==> config.mk <==
export PLATFORM = sky130hd
export DESIGN_NAME = rs_pool
export DESIGN_NICKNAME = d
export VERILOG_FILES = /design/src/rtl/rs_pkg.sv /design/src/rtl/rs_lowest_pick.sv /design/src/rtl/rs_operand_slot.sv /design/src/rtl/rs_entry.sv /design/src/rtl/rs_pool.sv
export SDC_FILE = /design/constraint.sdc
export NUM_CORES = 1
export LEC_CHECK = 0
export BUFFER_PORTS_ARGS = -buffer_cell sky130_fd_sc_hd__buf_2
export CORE_MARGIN = 2
export CORE_UTILIZATION = 50
export CTS_BUF_LIST = sky130_fd_sc_hd__clkbuf_8
export DETAILED_ROUTE_END_ITERATION = 16
export GPL_ROUTABILITY_DRIVEN = 0
export PLACE_DENSITY_LB_ADDON = 0.1
export SETUP_SLACK_MARGIN = 0.2
export SLEW_MARGIN = 20
export SYNTH_ARGS = -nofsm -noshare
export SYNTH_HDL_FRONTEND = slang
export SYNTH_SLANG_ARGS = --single-unit
export TNS_END_PERCENT = 5
==> constraint.sdc <==
create_clock -name clk -period 2.25 [get_ports clk]
set_input_delay 0.225 -clock clk [delete_from_list [all_inputs] [get_ports clk]]
set_output_delay 0.225 -clock clk [all_outputs]
set_load 0.02 [all_outputs]
==> src/rtl/rs_pkg.sv <==
package rs_pkg;
   localparam int unsigned RS_MAX_ENT = 64;
   localparam int unsigned RS_N_SRC   = 2;
endpackage

==> src/rtl/rs_lowest_pick.sv <==
module rs_lowest_pick #(
   parameter int unsigned N   = 4,
   localparam int unsigned IW = (N > 1) ? $clog2(N) : 1
) (
   input  logic [N-1:0]  req,
   output logic [N-1:0]  gnt,
   output logic [IW-1:0] idx,
   output logic          any
);
   always_comb begin
      gnt = '0;
      idx = '0;
      any = 1'b0;
      for (int i = 0; i < N; i++) begin
         if (req[i] && !any) begin
            gnt[i] = 1'b1;
            idx    = IW'(i);
            any    = 1'b1;
         end
      end
   end
endmodule

==> src/rtl/rs_operand_slot.sv <==
module rs_operand_slot #(
   parameter int unsigned TAG_W  = 4,
   parameter int unsigned DATA_W = 16
) (
   input  logic              clk,
   input  logic              rst_n,
   input  logic              load,
   input  logic [TAG_W-1:0]  ld_tag,
   input  logic [DATA_W-1:0] ld_data,
   input  logic              ld_valid,
   input  logic              bc_valid,
   input  logic [TAG_W-1:0]  bc_tag,
   input  logic [DATA_W-1:0] bc_data,
   output logic [TAG_W-1:0]  tag_q,
   output logic [DATA_W-1:0] data_q,
   output logic              valid_q
);
   logic hit_load, hit_wait;

   assign hit_load = bc_valid && (bc_tag == ld_tag);
   assign hit_wait = bc_valid && !valid_q && (bc_tag == tag_q);

   always_ff @(posedge clk or negedge rst_n) begin
      if (!rst_n) begin
         tag_q   <= '0;
         data_q  <= '0;
         valid_q <= 1'b0;
      end else if (load) begin
         tag_q <= ld_tag;
         if (ld_valid) begin
            data_q  <= ld_data;
            valid_q <= 1'b1;
         end else if (hit_load) begin
            data_q  <= bc_data;
            valid_q <= 1'b1;
         end else begin
            valid_q <= 1'b0;
         end
      end else if (hit_wait) begin
         data_q  <= bc_data;
         valid_q <= 1'b1;
      end
   end
endmodule

==> src/rtl/rs_entry.sv <==
module rs_entry #(
   parameter int unsigned OP_W   = 4,
   parameter int unsigned TAG_W  = 4,
   parameter int unsigned DATA_W = 16
) (
   input  logic              clk,
   input  logic              rst_n,
   input  logic              alloc,
   input  logic              release_i,
   input  logic [OP_W-1:0]   in_op,
   input  logic [TAG_W-1:0]  in_dst,
   input  logic [TAG_W-1:0]  in_tag   [rs_pkg::RS_N_SRC],
   input  logic [DATA_W-1:0] in_data  [rs_pkg::RS_N_SRC],
   input  logic              in_valid [rs_pkg::RS_N_SRC],
   input  logic              bc_valid,
   input  logic [TAG_W-1:0]  bc_tag,
   input  logic [DATA_W-1:0] bc_data,
   output logic              busy_q,
   output logic              ready,
   output logic [OP_W-1:0]   op_q,
   output logic [TAG_W-1:0]  dst_q,
   output logic [TAG_W-1:0]  tag_q    [rs_pkg::RS_N_SRC],
   output logic [DATA_W-1:0] data_q   [rs_pkg::RS_N_SRC],
   output logic              valid_q  [rs_pkg::RS_N_SRC]
);
   always_ff @(posedge clk or negedge rst_n) begin
      if (!rst_n) begin
         busy_q <= 1'b0;
         op_q   <= '0;
         dst_q  <= '0;
      end else if (alloc) begin
         busy_q <= 1'b1;
         op_q   <= in_op;
         dst_q  <= in_dst;
      end else if (release_i) begin
         busy_q <= 1'b0;
      end
   end

   for (genvar s = 0; s < rs_pkg::RS_N_SRC; s++) begin : g_src
      rs_operand_slot #(.TAG_W(TAG_W), .DATA_W(DATA_W)) u_slot (
         .clk      (clk),
         .rst_n    (rst_n),
         .load     (alloc),
         .ld_tag   (in_tag[s]),
         .ld_data  (in_data[s]),
         .ld_valid (in_valid[s]),
         .bc_valid (bc_valid),
         .bc_tag   (bc_tag),
         .bc_data  (bc_data),
         .tag_q    (tag_q[s]),
         .data_q   (data_q[s]),
         .valid_q  (valid_q[s])
      );
   end

   always_comb begin
      ready = busy_q;
      for (int s = 0; s < rs_pkg::RS_N_SRC; s++) ready = ready && valid_q[s];
   end
endmodule

==> src/rtl/rs_pool.sv <==
module rs_pool #(
   parameter int unsigned NUM_ENT = 4,
   parameter int unsigned OP_W    = 4,
   parameter int unsigned TAG_W   = 4,
   parameter int unsigned DATA_W  = 16
) (
   input  logic              clk,
   input  logic              rst_n,
   input  logic              disp_valid,
   output logic              disp_ready,
   input  logic [OP_W-1:0]   disp_op,
   input  logic [TAG_W-1:0]  disp_src1_tag,
   input  logic [DATA_W-1:0] disp_src1_data,
   input  logic              disp_src1_valid,
   input  logic [TAG_W-1:0]  disp_src2_tag,
   input  logic [DATA_W-1:0] disp_src2_data,
   input  logic              disp_src2_valid,
   input  logic [TAG_W-1:0]  disp_dst_tag,
   input  logic              bc_valid,
   input  logic [TAG_W-1:0]  bc_tag,
   input  logic [DATA_W-1:0] bc_data,
   input  logic              fu_ready,
   output logic              iss_valid,
   output logic [OP_W-1:0]   iss_op,
   output logic [DATA_W-1:0] iss_data1,
   output logic [DATA_W-1:0] iss_data2,
   output logic [TAG_W-1:0]  iss_dst_tag
);
   localparam int unsigned IW = (NUM_ENT > 1) ? $clog2(NUM_ENT) : 1;
   localparam int unsigned NS = rs_pkg::RS_N_SRC;

   if (NUM_ENT < 2 || NUM_ENT > rs_pkg::RS_MAX_ENT) begin : g_bad_depth
      $error("rs_pool: NUM_ENT out of range");
   end
   if (OP_W < 1 || TAG_W < 1 || DATA_W < 1) begin : g_bad_width
      $error("rs_pool: widths must be positive");
   end

   logic [NUM_ENT-1:0] busy, rdy, free_gnt, iss_gnt, alloc_v, rel_v;
   logic [IW-1:0]      free_idx, iss_idx;
   logic               free_any, rdy_any;

   logic [TAG_W-1:0]  d_tag   [NS];
   logic [DATA_W-1:0] d_data  [NS];
   logic              d_valid [NS];

   logic [OP_W-1:0]   e_op    [NUM_ENT];
   logic [TAG_W-1:0]  e_dst   [NUM_ENT];
   logic [TAG_W-1:0]  e_tag   [NUM_ENT][NS];
   logic [DATA_W-1:0] e_data  [NUM_ENT][NS];
   logic              e_valid [NUM_ENT][NS];

   assign d_tag[0]   = disp_src1_tag;
   assign d_tag[1]   = disp_src2_tag;
   assign d_data[0]  = disp_src1_data;
   assign d_data[1]  = disp_src2_data;
   assign d_valid[0] = disp_src1_valid;
   assign d_valid[1] = disp_src2_valid;

   rs_lowest_pick #(.N(NUM_ENT)) u_free_pick (
      .req (~busy),
      .gnt (free_gnt),
      .idx (free_idx),
      .any (free_any)
   );

   rs_lowest_pick #(.N(NUM_ENT)) u_iss_pick (
      .req (rdy),
      .gnt (iss_gnt),
      .idx (iss_idx),
      .any (rdy_any)
   );

   assign disp_ready = free_any;
   assign iss_valid  = fu_ready && rdy_any;
   assign alloc_v    = disp_valid ? free_gnt : '0;
   assign rel_v      = fu_ready ? iss_gnt : '0;

   for (genvar i = 0; i < NUM_ENT; i++) begin : g_ent
      rs_entry #(.OP_W(OP_W), .TAG_W(TAG_W), .DATA_W(DATA_W)) u_ent (
         .clk       (clk),
         .rst_n     (rst_n),
         .alloc     (alloc_v[i]),
         .release_i (rel_v[i]),
         .in_op     (disp_op),
         .in_dst    (disp_dst_tag),
         .in_tag    (d_tag),
         .in_data   (d_data),
         .in_valid  (d_valid),
         .bc_valid  (bc_valid),
         .bc_tag    (bc_tag),
         .bc_data   (bc_data),
         .busy_q    (busy[i]),
         .ready     (rdy[i]),
         .op_q      (e_op[i]),
         .dst_q     (e_dst[i]),
         .tag_q     (e_tag[i]),
         .data_q    (e_data[i]),
         .valid_q   (e_valid[i])
      );
   end

   assign iss_op      = e_op[iss_idx];
   assign iss_dst_tag = e_dst[iss_idx];
   assign iss_data1   = e_data[iss_idx][0];
   assign iss_data2   = e_data[iss_idx][1];

   logic [NUM_ENT-1:0] v1_vec, v2_vec, t1_hit, t2_hit;
   always_comb begin
      for (int i = 0; i < NUM_ENT; i++) begin
         v1_vec[i] = e_valid[i][0];
         v2_vec[i] = e_valid[i][1];
         t1_hit[i] = (e_tag[i][0] == bc_tag);
         t2_hit[i] = (e_tag[i][1] == bc_tag);
      end
   end
endmodule

==> flow_metrics.tcl <==
set metrics [dict create \
    io_buffers 116 \
    hold_end "g_ent[2].u_ent.g_src[1].u_slot.tag_q[2]" \
    synth_edf_count 0 \
    maxSlewViolCount 0 \
    cap_violations 0 \
    cp-start-kind "flop" \
    dpl.hpwl_mm 20.5 \
    dieWidth_um 153 \
    grt_max_degree 55 \
    drtAntennaViolNets 0 \
    period_needed_ns 2.34 \
    cp.buffers_inverters 4 \
    synth_nets 1232 \
    max_stage_delay_ns 0.39 \
    cp_cell_sequence "buf_6 -> and3_4 -> a31oi_4 -> buf_8 -> clkbuf_16 -> nor2_4 -> a21oi_2 -> buf_4" \
    worstPathMaxFanout 6 \
    insertion_delay_ns 0.53 \
    synth.avg_cell_area_um2 9.55 \
    initial_utilization_pct 50.8 \
    rr_startpoint "g_ent[0].u_ent.busy_q" \
    antenna_cells 0 \
    max_freq_mhz 427 \
    synth_top_area_share_pct 46.2 \
    cts-htree-levels 2 \
    grt-ovfl-total 0 \
    die_area_um2 23300 \
    cts_buffers 38 \
    synth_ff_type "dfrtp_1" \
    mostFrequentLayoutCell "dfrtp_1" \
    holdCritPathClass "primary input to flop" \
    antenna_found_initial 0 \
    final_core_util_pct 64.3 \
    rsz0062_at_grt "yes" \
    grt_pass1_vias 9314 \
    skew_ns 0.0156 \
    die_y_um 153 \
    syn_inst 1157 \
    endpoint_kind "output port" \
    wire_per_inst_um 19.9 \
    cp.arrival_ns 2.11 \
    hold_ws_ns 0.0401 \
    reg2reg_to "g_ent[1].u_ent.g_src[0].u_slot.data_q[5]" \
    min_path_cells 4 \
    area_growth_pct 26.5 \
    core_area_um2 21800 \
    layout.cells.most_common_list "202 x dfrtp_1, 199 x nand2_1, 158 x a21oi_1" \
    finalHoldViolations 0 \
    synth_warnings 0 \
    fin_crit_sh_pct 104 \
    path_clk_slew_ns 0.06 \
    crit_required_ns 2.03 \
    cts_num_sinks 204 \
    final_area_um2 14000 \
    drt-initial-drc-count 509 \
    cts_tree "built" \
    drc 0 \
    ios 117 \
    slowest_stage "dfrtp_1" \
    fin_total_pwr_mw 23.7 \
    place_area_um2 12300 \
    grt_pass1_wl_mm 51.6 \
    yosysTopAreaCell "dfrtp_1" \
    pre_cts_slack_ns 0.0354 \
    setup-violations-final 34 \
    violations "negative setup slack" \
    power_density_nw_per_um2 1700 \
    async_flop_share_pct 100 \
    fin_cells 1640 \
    crit_type "flop to output port" \
    worstMarginPinSlew_ns 0.623 \
    peakVddDrop_uv 967 \
    finalNetCount 1408 \
    layout_setup_ws_ns -0.0899 \
    grt.total_usage_pct 27.8 \
    fill_cells 1840 \
    hp-start "disp_src2_tag[2]" \
    synth_area_um2 11000 \
    placed_cells 1540 \
    status "finished with violations" \
    p_leak_nw 6.72 \
    synth_area_leaders "dfrtp_1 46%, a21oi_1 8.4%, mux2_2 6.8%" \
    reg2reg_depth 6 \
    cts.root.buffer_cell "clkbuf_8" \
    r2r_slack_ns 0.19 \
    setup_tns_ns -1.39 \
    yosysSeqAreaShare_pct 46.2 \
    ys_types 45 \
    num_rows 54 \
    relSlewSlack_pct 58.5 \
    layout-drive-gt1-share_pct 32.8 \
    firstDrtPassIters 7 \
    viasPerCell 5.71 \
    synth_seq_cells 204 \
    crit_family "buffers and inverters" \
    drt_wl_total_mm 32.7 \
    dr_total_vias 9361 \
    cts_buffer_depth 3 \
]
==> layout make-up <==
cell class | instances | area, µm² | area share (%)
clock buffers | 48 | 661 | 4.73
clock inverters | 19 | 80.1 | 0.573
inverters | 55 | 206 | 1.48
multi-input cells | 815 | 5720 | 40.9
flip-flops and latches | 204 | 5110 | 36.5
well taps | 280 | 350 | 2.51
repair buffers | 219 | 1850 | 13.3
==> synthesized netlist by cell type (2+ instances only) <==
library cell	n
a2111oi_0	2
a2111oi_2	4
a21oi_1	185
a222oi_1	6
a22o_1	2
a22oi_1	3
a2bb2oi_1	3
a31o_2	6
and3_1	2
buf_1	4
buf_12	2
buf_2	13
buf_6	9
clkbuf_1	54
dfrtp_1	204
inv_1	53
inv_2	2
mux2_1	2
mux2_2	67
mux2_4	27
mux2i_1	64
nand2_1	199
nand2b_1	4
nand3_1	7
nor2_1	100
nor3_4	2
o2111ai_1	2
o21ai_0	48
o221ai_1	42
o31ai_4	10
xnor2_1	8
xor2_1	8
==> kinds of logic after synthesis <==
family / count (synthesis) / synth area share (%)
simple gates: 322 / 11.7
compound gates: 317 / 18.6
flops: 204 / 46.2
mux: 160 / 16.5
buf+inv: 138 / 5.78
xor+xnor: 16 / 1.27
==> worst max-delay path by stage <==
| stage | start | endpoint | slack (ns) | cells past startpoint |
|---|---|---|---|---|
| after global placement | bc_tag[2] | g_ent[1].u_ent.g_src[1].u_slot.data_q[6] | -0.02 | 5 |
| after detailed placement | bc_tag[2] | g_ent[1].u_ent.g_src[0].u_slot.data_q[7] | 0.04 | 5 |
| after CTS | g_ent[2].u_ent.busy_q | iss_data1[15] | -0.08 | 7 |
| after floorplan | g_ent[1].u_ent.busy_q | g_ent[3].u_ent.g_src[0].u_slot.data_q[10] | 0.30 | 7 |
| after global routing | g_ent[2].u_ent.g_src[0].u_slot.valid_q | iss_data2[13] | -0.14 | 7 |
| final | g_ent[0].u_ent.busy_q | iss_data2[13] | -0.09 | 8 |
==> report_power, final <==
group / switching, mW / leakage, nW / internal [mW] / total, mW
logic: 7.37 / 3.88 / 6.23 / 13.6
registers: 1.14 / 2.41 / 5.52 / 6.66
clock network: 1.56 / 0.435 / 1.91 / 3.47
total: 10.1 / 6.72 / 13.7 / 23.7
==> sequential cells by signal, indices dropped and copies added (netlist names) <==
register / flops
g_ent.u_ent.op_q: 16
g_ent.u_ent.dst_q: 16
g_ent.u_ent.g_src.u_slot.data_q: 128
g_ent.u_ent.g_src.u_slot.tag_q: 32
g_ent.u_ent.busy_q: 4
g_ent.u_ent.g_src.u_slot.valid_q: 8
==> what timing repair did <==
| item | in CTS | in global routing |
|---|---|---|
| hold buffers | 13 | 0 |
| endpoints found under the setup margin | 77 | 77 |
| buffers inserted | 6 | 8 |
| pin swaps | 1 | 9 |
| resized for setup | 65 | 99 |
| gates cloned | 1 | 4 |
| endpoints found under the hold margin | 94 | 0 |
==> worst min-delay path: cells and delay by family <==
| kind | cells | cell delay [ns] |
|---|---|---|
| buffers and inverters | 2 | 0.22 |
| and+or+nand+nor | 2 | 0.08 |
==> layer usage <==
metal / up-vias / share of wire (%) / GRT usage (%)
met5: - / 0 / 0
met4: 0 / 2.2 / 7.28
met2: 316 / 47 / 44.4
met3: 54 / 6.9 / 4.98
li1: 4406 / - / -
met1: 4585 / 44 / 39.3
Power figures use the tool's default switching activity.
